**src/rtl/pinirq_pkg.sv**
```systemverilog
package pinirq_pkg;

  localparam logic [3:0] MODE_OFF  = 4'h0;
  localparam logic [3:0] MODE_LOW  = 4'h8;
  localparam logic [3:0] MODE_RISE = 4'h9;
  localparam logic [3:0] MODE_FALL = 4'hA;
  localparam logic [3:0] MODE_BOTH = 4'hB;
  localparam logic [3:0] MODE_HIGH = 4'hC;

  // Event decision for one pin from its mode, present and previous sample
  function automatic logic event_hit(input logic [3:0] mode,
                                     input logic       cur,
                                     input logic       prv);
    logic hit;
    case (mode)
      MODE_LOW:  hit = ~cur;
      MODE_RISE: hit = cur & ~prv;
      MODE_FALL: hit = ~cur & prv;
      MODE_BOTH: hit = cur ^ prv;
      MODE_HIGH: hit = cur;
      default:   hit = 1'b0;
    endcase
    return hit;
  endfunction

endpackage

```
**src/rtl/pinirq_sync.sv**
```systemverilog
module pinirq_sync #(
  parameter int unsigned WIDTH  = 32,
  parameter int unsigned STAGES = 2
) (
  input  logic             clk,
  input  logic             rst_n,
  input  logic [WIDTH-1:0] async_i,
  output logic [WIDTH-1:0] sync_o
);

  logic [WIDTH-1:0] stg_q [STAGES];
  logic [WIDTH-1:0] stg_d [STAGES];

  for (genvar s = 0; s < STAGES; s++) begin : g_stage
    if (s == 0) begin : g_first
      always_comb stg_d[s] = async_i;
    end else begin : g_next
      always_comb stg_d[s] = stg_q[s-1];
    end

    always_ff @(posedge clk or negedge rst_n) begin
      if (!rst_n) stg_q[s] <= '0;
      else        stg_q[s] <= stg_d[s];
    end
  end

  assign sync_o = stg_q[STAGES-1];

endmodule

```
**src/rtl/pinirq_detect.sv**
```systemverilog
module pinirq_detect
  import pinirq_pkg::*;
(
  input  logic       clk,
  input  logic       rst_n,
  input  logic [3:0] mode_i,
  input  logic       level_i,
  output logic       evt_o
);

  logic prev_q;
  logic prev_d;

  always_comb prev_d = level_i;

  always_ff @(posedge clk or negedge rst_n) begin
    if (!rst_n) prev_q <= 1'b0;
    else        prev_q <= prev_d;
  end

  always_comb evt_o = event_hit(mode_i, level_i, prev_q);

endmodule

```
**src/rtl/pinirq_flags.sv**
```systemverilog
module pinirq_flags #(
  parameter int unsigned NPIN = 32
) (
  input  logic            clk,
  input  logic            rst_n,
  input  logic [NPIN-1:0] set_i,
  input  logic [NPIN-1:0] clr_i,
  output logic [NPIN-1:0] flags_o
);

  logic [NPIN-1:0] flags_q;
  logic [NPIN-1:0] flags_d;
  logic            upd_en;

  // set is applied after clear, so it takes priority
  always_comb begin
    flags_d = (flags_q & ~clr_i) | set_i;
    upd_en  = |(set_i | clr_i);
  end

  always_ff @(posedge clk or negedge rst_n) begin
    if (!rst_n)      flags_q <= '0;
    else if (upd_en) flags_q <= flags_d;
  end

  assign flags_o = flags_q;


  set_wins_chk: assert property (@(posedge clk) disable iff (!rst_n)
    ($past(set_i) & ~flags_q) == '0);


  clear_takes_chk: assert property (@(posedge clk) disable iff (!rst_n)
    (flags_q & $past(clr_i & ~set_i)) == '0);


  no_spurious_chk: assert property (@(posedge clk) disable iff (!rst_n)
    (flags_q & ~$past(flags_q) & ~$past(set_i)) == '0);

endmodule

```
**src/rtl/pinirq_port.sv**
```systemverilog
module pinirq_port
  import pinirq_pkg::*;
#(
  parameter int unsigned NPIN      = 32,
  parameter int unsigned AW        = 8,
  parameter int unsigned DW        = 32,
  parameter int unsigned SYNC_STG  = 2,
  parameter int unsigned FIELD_LSB = 16,
  parameter logic [7:0]  STAT_OFS  = 8'hA0
) (
  input  logic            clk,
  input  logic            rst_n,
  input  logic [NPIN-1:0] pin_i,
  input  logic            bus_sel_i,
  input  logic            bus_we_i,
  input  logic [AW-1:0]   bus_addr_i,
  input  logic [DW-1:0]   bus_wdata_i,
  output logic [DW-1:0]   bus_rdata_o,
  output logic            irq_o
);

  localparam int unsigned IDX_W = $clog2(NPIN);
  localparam int unsigned WRD_W = AW - 2;
  localparam logic [WRD_W-1:0] NPIN_WRD = WRD_W'(NPIN);

  logic [NPIN-1:0]  pin_sync;
  logic [NPIN-1:0]  evt_vec;
  logic [NPIN-1:0]  clr_vec;
  logic [NPIN-1:0]  flags;
  logic [3:0]       cfg_q [NPIN];
  logic [WRD_W-1:0] word_idx;
  logic [IDX_W-1:0] pin_idx;
  logic             cfg_hit;
  logic             stat_hit;
  logic             cfg_wr;
  logic             stat_wr;

  // ---------------- address decode ----------------
  always_comb begin
    word_idx = bus_addr_i[AW-1:2];
    pin_idx  = word_idx[IDX_W-1:0];
    cfg_hit  = (bus_addr_i[1:0] == 2'b00) && (word_idx < NPIN_WRD);
    stat_hit = (bus_addr_i == AW'(STAT_OFS));
    cfg_wr   = bus_sel_i & bus_we_i & cfg_hit;
    stat_wr  = bus_sel_i & bus_we_i & stat_hit;
    clr_vec  = stat_wr ? bus_wdata_i[NPIN-1:0] : '0;
  end

  // ---------------- per-pin mode registers ----------------
  for (genvar p = 0; p < NPIN; p++) begin : g_cfg
    logic       cfg_en;
    logic [3:0] cfg_d;

    always_comb begin
      cfg_en = cfg_wr && (pin_idx == IDX_W'(p));
      cfg_d  = bus_wdata_i[FIELD_LSB +: 4];
    end

    always_ff @(posedge clk or negedge rst_n) begin
      if (!rst_n)      cfg_q[p] <= MODE_OFF;
      else if (cfg_en) cfg_q[p] <= cfg_d;
    end
  end

  // ---------------- input synchronizer ----------------
  pinirq_sync #(
    .WIDTH  (NPIN),
    .STAGES (SYNC_STG)
  ) u_sync (
    .clk     (clk),
    .rst_n   (rst_n),
    .async_i (pin_i),
    .sync_o  (pin_sync)
  );

  // ---------------- per-pin detectors ----------------
  for (genvar p = 0; p < NPIN; p++) begin : g_det
    pinirq_detect u_det (
      .clk     (clk),
      .rst_n   (rst_n),
      .mode_i  (cfg_q[p]),
      .level_i (pin_sync[p]),
      .evt_o   (evt_vec[p])
    );
  end

  // ---------------- status flags ----------------
  pinirq_flags #(
    .NPIN (NPIN)
  ) u_flags (
    .clk     (clk),
    .rst_n   (rst_n),
    .set_i   (evt_vec),
    .clr_i   (clr_vec),
    .flags_o (flags)
  );

  assign irq_o = |flags;

  // ---------------- read path ----------------
  always_comb begin
    bus_rdata_o = '0;
    if (bus_sel_i && !bus_we_i) begin
      if (cfg_hit)       bus_rdata_o[FIELD_LSB +: 4] = cfg_q[pin_idx];
      else if (stat_hit) bus_rdata_o[NPIN-1:0]       = flags;
    end
  end


  irq_drop_chk: assert property (@(posedge clk) disable iff (!rst_n)
    $fell(irq_o) |-> $past(|clr_vec));


  irq_rise_chk: assert property (@(posedge clk) disable iff (!rst_n)
    $rose(irq_o) |-> $past(|evt_vec));

endmodule

```
**config.mk**
```make
export PLATFORM = sky130hd
export DESIGN_NAME = pinirq_port
export DESIGN_NICKNAME = d
export VERILOG_FILES = /design/src/rtl/pinirq_pkg.sv /design/src/rtl/pinirq_sync.sv /design/src/rtl/pinirq_detect.sv /design/src/rtl/pinirq_flags.sv /design/src/rtl/pinirq_port.sv
export SDC_FILE = /design/constraint.sdc
export NUM_CORES = 1
export LEC_CHECK = 0
export ABC_AREA = 1
export CAP_MARGIN = 10
export CELL_PAD_IN_SITES_DETAIL_PLACEMENT = 1
export CELL_PAD_IN_SITES_GLOBAL_PLACEMENT = 1
export CORE_ASPECT_RATIO = 0.6
export CORE_MARGIN = 4
export CORE_UTILIZATION = 34
export CTS_BUF_LIST = sky130_fd_sc_hd__clkbuf_16
export CTS_CLUSTER_SIZE = 14
export DETAILED_ROUTE_END_ITERATION = 10
export PLACE_DENSITY_LB_ADDON = 0.2
export SETUP_SLACK_MARGIN = 0.4
export SYNTH_ARGS = -nofsm -noshare
export SYNTH_HDL_FRONTEND = slang
export SYNTH_SLANG_ARGS = --single-unit
```
**constraint.sdc**
```tcl
create_clock -name clk -period 2.4 [get_ports clk]
set_input_delay 0.48 -clock clk [delete_from_list [all_inputs] [get_ports clk]]
set_output_delay 0.48 -clock clk [all_outputs]
set_load 0.005 [all_outputs]
```
# [Word level (Yosys, flattened, before mapping)]
# Index checks and enable logic that the tools add are counted.
[totals] reg_bits=256 out_inout_bits=33 word_cells=509
[op_classes] magnitude_cmp=2 eq_ne=192 mux=41 n_bitwise=168 reduce_logical=39
[ops] operator="4-bit == test (second input constant)" n=160
[ops] operator="1-bit case mux with 5 select lines" n=32
[ops] operator="32-bit two-way mux" n=3
[ops] operator="5-bit == test (second input constant)" n=16
[ops] operator="1-bit bitwise AND" n=67
[ops] operator="1-bit NOT" n=64
[ops] operator="32-bit bitwise OR" n=2
[ops] operator="32-bit OR reduction" n=2
[ops] operator="5-bit by 4-bit == test with 1-bit output (second input constant)" n=8
[ops] operator="1-bit logical AND" n=34
[ops] operator="32-bit bitwise AND" n=1
[ops] operator="32-bit NOT" n=1
[ops] operator="1-bit XOR" n=32
[ops] operator="4-bit binary-select mux with 5-bit select" n=1
[ops] operator="5-bit by 3-bit == test with 1-bit output (second input constant)" n=4
[ops] operator="16-bit two-way mux" n=1
[ops] operator="12-bit two-way mux" n=1
[ops] operator="4-bit two-way mux" n=3
[ops] operator="5-bit by 2-bit == test with 1-bit output (second input constant)" n=2
[ops] operator="8-bit == test (second input constant)" n=1
[ops] operator="6-bit greater-or-equal comparator (second input constant)" n=1
[ops] operator="6-bit less-than comparator (second input constant)" n=1
[ops] operator="5-bit NOT with 6-bit output" n=1
[ops] operator="5-bit by 1-bit == test with 1-bit output (second input constant)" n=1
[ops] operator="other kinds (3)" n=3

# [Logic depth before layout (Yosys ltp)]
# Gate-level depths: netlist (run 1).
[depth] word_depth=6 mapped_depth=14 depth_no_buf=11

# [Modules after synthesis]
# From an unflattened synthesis (run 1), not the netlist that was laid out.
[unflattened] cells_unflattened=1844 hier_area_um2=13739.4
[modules_own_cells] mod="pinirq_port" instances=1 cells_per_inst=948 area_per_inst_um2=6732.7 seq_area_each_um2=3203.1
[modules_own_cells] mod="pinirq_detect" instances=32 cells_per_inst=21 area_per_inst_um2=128.9 seq_area_each_um2=25.0
[modules_own_cells] mod="pinirq_sync" instances=1 cells_per_inst=64 area_per_inst_um2=1601.5 seq_area_each_um2=1601.5
[modules_own_cells] mod="pinirq_flags" instances=1 cells_per_inst=160 area_per_inst_um2=1281.2 seq_area_each_um2=800.8

# [Worst setup path before layout (run 1)]
# Ideal clock, no wire load.
[synth_timing] kind="input port to output port" start="input bus_addr_i[3]" end="output bus_rdata_o[18]" arrival_ps=1620 t_required_ps=1920 slack_ps=300 stages=12 n_path_buf=3 cell_sequence="buf_2 -> inv_2 -> buf_2 -> buf_2 -> nand2_1 -> nand2_1 -> nand2_1 -> nand2_1 -> nor2_1 -> nand2_1 -> nand3_1 -> a21oi_1"
[synth_between] elab_chain_cells=6
[synth_lines] element="start: declaration" line="pinirq_port.sv:16" rtl="input logic [AW-1:0] bus_addr_i,"
[synth_lines] element="5-bit NOT with 6-bit output (implied by the code)" line="pinirq_port.sv:104" rtl="if (cfg_hit) bus_rdata_o[FIELD_LSB +: 4] = cfg_q[pin_idx];"
[synth_lines] element="4-bit binary-select mux with 5-bit select" line="pinirq_port.sv:104"
[synth_lines] element="4-bit two-way mux (implied by the code) (2 in series)" line="pinirq_port.sv:104"
[synth_lines] element="4-bit two-way mux (*)" line="pinirq_port.sv:104"
[synth_lines] element="32-bit two-way mux (*)" line="pinirq_port.sv:103" rtl="if (bus_sel_i && !bus_we_i) begin"
[synth_lines] element="end: declaration" line="pinirq_port.sv:18" rtl="output logic [DW-1:0] bus_rdata_o,"
# Every way passes the cells marked *; elsewhere a longest branch is shown, timed or not. The select of a mux whose other input is x is not followed.

# [Final worst setup path (run 1)]
[layout_timing] start="input bus_addr_i[3]" end="output bus_rdata_o[16]"
# The elaborated chain is that of the path after synthesis.

==> results of run 1 <==
kinds of logic after synthesis:
| kind of cell | share of synthesized area [%] |
|---|---|
| and+or+nand+nor | 22.8 |
| DFF | 50.5 |
| buffers and inverters | 6.91 |
| AOI/OAI and AO/OA | 13.4 |
| adders and majority gates | 6.32 |
registers in the layout (all words and copies together), names as in the netlist:
signal	count
g_det.u_det.prev_q	32
u_flags.flags_o	32
u_sync.sync_o	32
u_sync.stg_d	32
cfg_q	128
cell usage after synthesis:
library cell,number,area [um^2]
nor3_2,2,20.0
nor4_1,3,18.8
buf_4,1,7.51
buf_6,3,33.8
buf_2,13,65.1
clkbuf_1,21,78.8
nand2_2,12,75.1
nor3_4,1,16.3
nand2_1,469,1760
clkinv_1,1,3.75
o21ai_1,46,230
nor4_4,1,21.3
o21ai_2,4,35.0
a21oi_1,52,260
inv_1,176,661
dfrtp_1,256,6410
o22ai_1,5,31.3
nand2_4,11,124
nor4b_2,1,15.0
inv_2,6,22.5
nor2_2,4,25.0
o311ai_0,4,35.0
o31ai_1,20,150
or2_4,1,8.76
nand4_1,7,43.8
nor2_4,2,22.5
nand3_1,37,185
nor3_1,35,175
nand3b_1,2,15.0
ha_1,64,801
buf_1,1,3.75
o21ai_0,156,781
o211ai_1,16,120
a211o_1,7,61.3
nor2_1,97,364
report_power, final:
| group | switching (mW) | internal [mW] | total (mW) |
|---|---|---|---|
| combinational | 0.600 | 0.423 | 1.02 |
| clock | 1.81 | 2.25 | 4.06 |
| sequential | 0.138 | 4.47 | 4.61 |
stage by stage:
| stage | area [um^2] | power (mW) | utilization [%] | TNS, ns |
|---|---|---|---|---|
| finish | 16700 | 9.69 | 45.8 | -0.0869 |
| global placement | 15200 | 5.58 | 41.7 | -26.25 |
| CTS | 16400 | 9.77 | 44.8 | -0.125 |
| floorplan | 12700 | 5.04 | - | 0 |
| detailed placement | 15200 | 5.62 | 41.7 | -28.34 |
| global route | 16700 | 10.1 | 45.7 | -0.748 |
critical path: cells and delay by family:
family          cells  cell delay, ns
simple gates        7            0.55
compound gates      1            0.18
buf+inv             6            0.74
timing repair:
action | CTS | global route
resized for setup | 229 | 47
endpoints found under the setup margin | 33 | 33
cloned | 2 | 1
endpoints found under the hold margin | 62 | 0
buffers inserted | 21 | 27
hold buffers | 1 | 0
pin swaps | 22 | 33
per-layer routing:
layer  vias up  track usage [%]  share of wire [%]
met5         -                0                  0
met4         0             4.59                2.3
met3        49             3.69                4.8
met2       213             34.3                 44
met1      5748             32.4                 49
li1       5465                -                  -
final cells by class:
type	count	area share, %
repair buffers	259	14.3
multi-input cells	1060	34.4
well taps	504	3.77
flip-flops and latches	256	38.3
clock buffers	27	4.04
inverters	183	4.18
diodes	1	0.0150
clock inverters	21	0.898
worst paths after layout:
path	startpoint	endpoint	slack (ns)
max	bus_addr_i[3]	bus_rdata_o[16]	-0.05
min	u_sync.stg_d[17]	u_sync.sync_o[17]	0.35
max reg2reg	u_sync.sync_o[24]	u_flags.flags_o[24]	0.74
min reg2reg	u_sync.stg_d[17]	u_sync.sync_o[17]	0.35
max in group asynchronous	rst_n	cfg_q[69]	1.19
min in group asynchronous	rst_n	u_sync.stg_d[27]	0.50
==> flow_summary.toml, run 1 <==
[timing]
fin_ws_ns = -0.0506
min_period_ns = 2.45
finalMaxSlewViolations = 0
fin_skew_ns = 0.0104
rsz0062_at_grt = "yes"
hold_viol = 0
max_clock_freq_ghz = 0.408
fin_crit_sh_pct = 102
hold_ws_ns = 0.346
setup_violations = 4
tightestPinTransition_ns = 0.631
relSlewSlack_pct = 57.9

[floorplanning]
fp.dieH_um = 158
placeableCoreArea_um2 = 36600
row_count = 54
die_area_um2 = 40500
ioPinCount = 109
die_x_um = 257
start_util_pct = 34.7

[setup_path]
cp.required_ns = 1.92
slowest_delay_ns = 0.18
startpoint_type = "primary input"
rr_worst_depth = 8
cp_common_cell = "nand2_1"
path_max_fanout = 12
cp_slowest_cell = "a21oi_2"
crit_arrival_ns = 1.97
endpoint_kind = "output pin"
path_class = "in2out"
worstPathCellList = "buf_6 -> buf_6 -> inv_4 -> buf_4 -> buf_8 -> nand2_1 -> nand2_1 -> nand2_1 -> nand2_1 -> nor2_1 -> nand2_1 -> nand3_2 -> a21oi_2 -> buf_2"

[route]
drt_iter0_drc = 698
routed_wl_um = 44800
postRouteAntennaNets = 0
routed-via-count = 11500
vias_per_cell = 4.97
avgRoutedWirePerCell_um = 19.4
drtPass1Iterations = 5
drcViolationCount = 0

[cts]
root_buffer = "clkbuf_16"
insertion_delay_ns = 0.55
clk_pin_slew_ns = 0.06
clock_path_buffers = 3
cts.sinks = 256
cts_tree = "built"
h-tree-depth = 1
cts_made_buffers = 27

[final_layout]
multi_input_area_um2 = 5760
ff_latch_area_um2 = 6410
final_cell_mix = "448 x nand2_1, 254 x dfrtp_1, 163 x inv_1, 147 x o21ai_0, 114 x buf_4"
layoutNonFillerInstCount = 2311
final_net_count = 1927
syn2layout_area_growth_pct = 31.9
drive_gt1_share_pct = 20.2
layout_commonest_cell = "nand2_1"
fillers = 4299

[pwr]
p_leak_nw = 8.23
power_density_nw_per_um2 = 580
power.ir.vdd_worst_mv = 0.466

[placement]
place_ws_ns = -0.811
portBuffers = 108
placed_cells = 2210
hpwlAfterDp_um = 32900
gp_congestion = 0.867

[synthesis]
ys_seq_area_share_pct = 50.5
ys_warn_count = 0
synth_cell_types = 35
syn_inst = 1537
syn-cell-area_um2 = 12700
synth_seq_cells = 256
syn_nets = 1677
avgSynthCellArea_um2 = 8.25

[grt]
grt_pass1_vias = 11900
antenna_found_initial = 0
grtUsageTotal_pct = 22.0
grt_overflow_total = 0
grt_pass1_wl_um = 69700
grt_max_degree = 70

[hold_path]
holdCritPathClass = "reg2reg"
holdPathStages = 0

[outcome]
status = "finished, violations left"
violations = "setup timing"

[flow_run]
maxCapViolCount = 0
Power figures use the tool's default switching activity.
==> inputs of run 2 (changes only) <==
--- a/config.mk
+++ b/config.mk
@@ -6,6 +6,7 @@
 export NUM_CORES = 1
 export LEC_CHECK = 0
 export ABC_AREA = 1
+export ABC_CLOCK_PERIOD_IN_PS = 2400
 export CAP_MARGIN = 10
 export CELL_PAD_IN_SITES_DETAIL_PLACEMENT = 1
 export CELL_PAD_IN_SITES_GLOBAL_PLACEMENT = 1
@@ -15,6 +16,7 @@
 export CTS_BUF_LIST = sky130_fd_sc_hd__clkbuf_16
 export CTS_CLUSTER_SIZE = 14
 export DETAILED_ROUTE_END_ITERATION = 10
+export HOLD_SLACK_MARGIN = 0.05
 export PLACE_DENSITY_LB_ADDON = 0.2
 export SETUP_SLACK_MARGIN = 0.4
 export SYNTH_ARGS = -nofsm -noshare
==> results of run 2 <==
Final layout, timing and power as in run 1 (identical DEF).
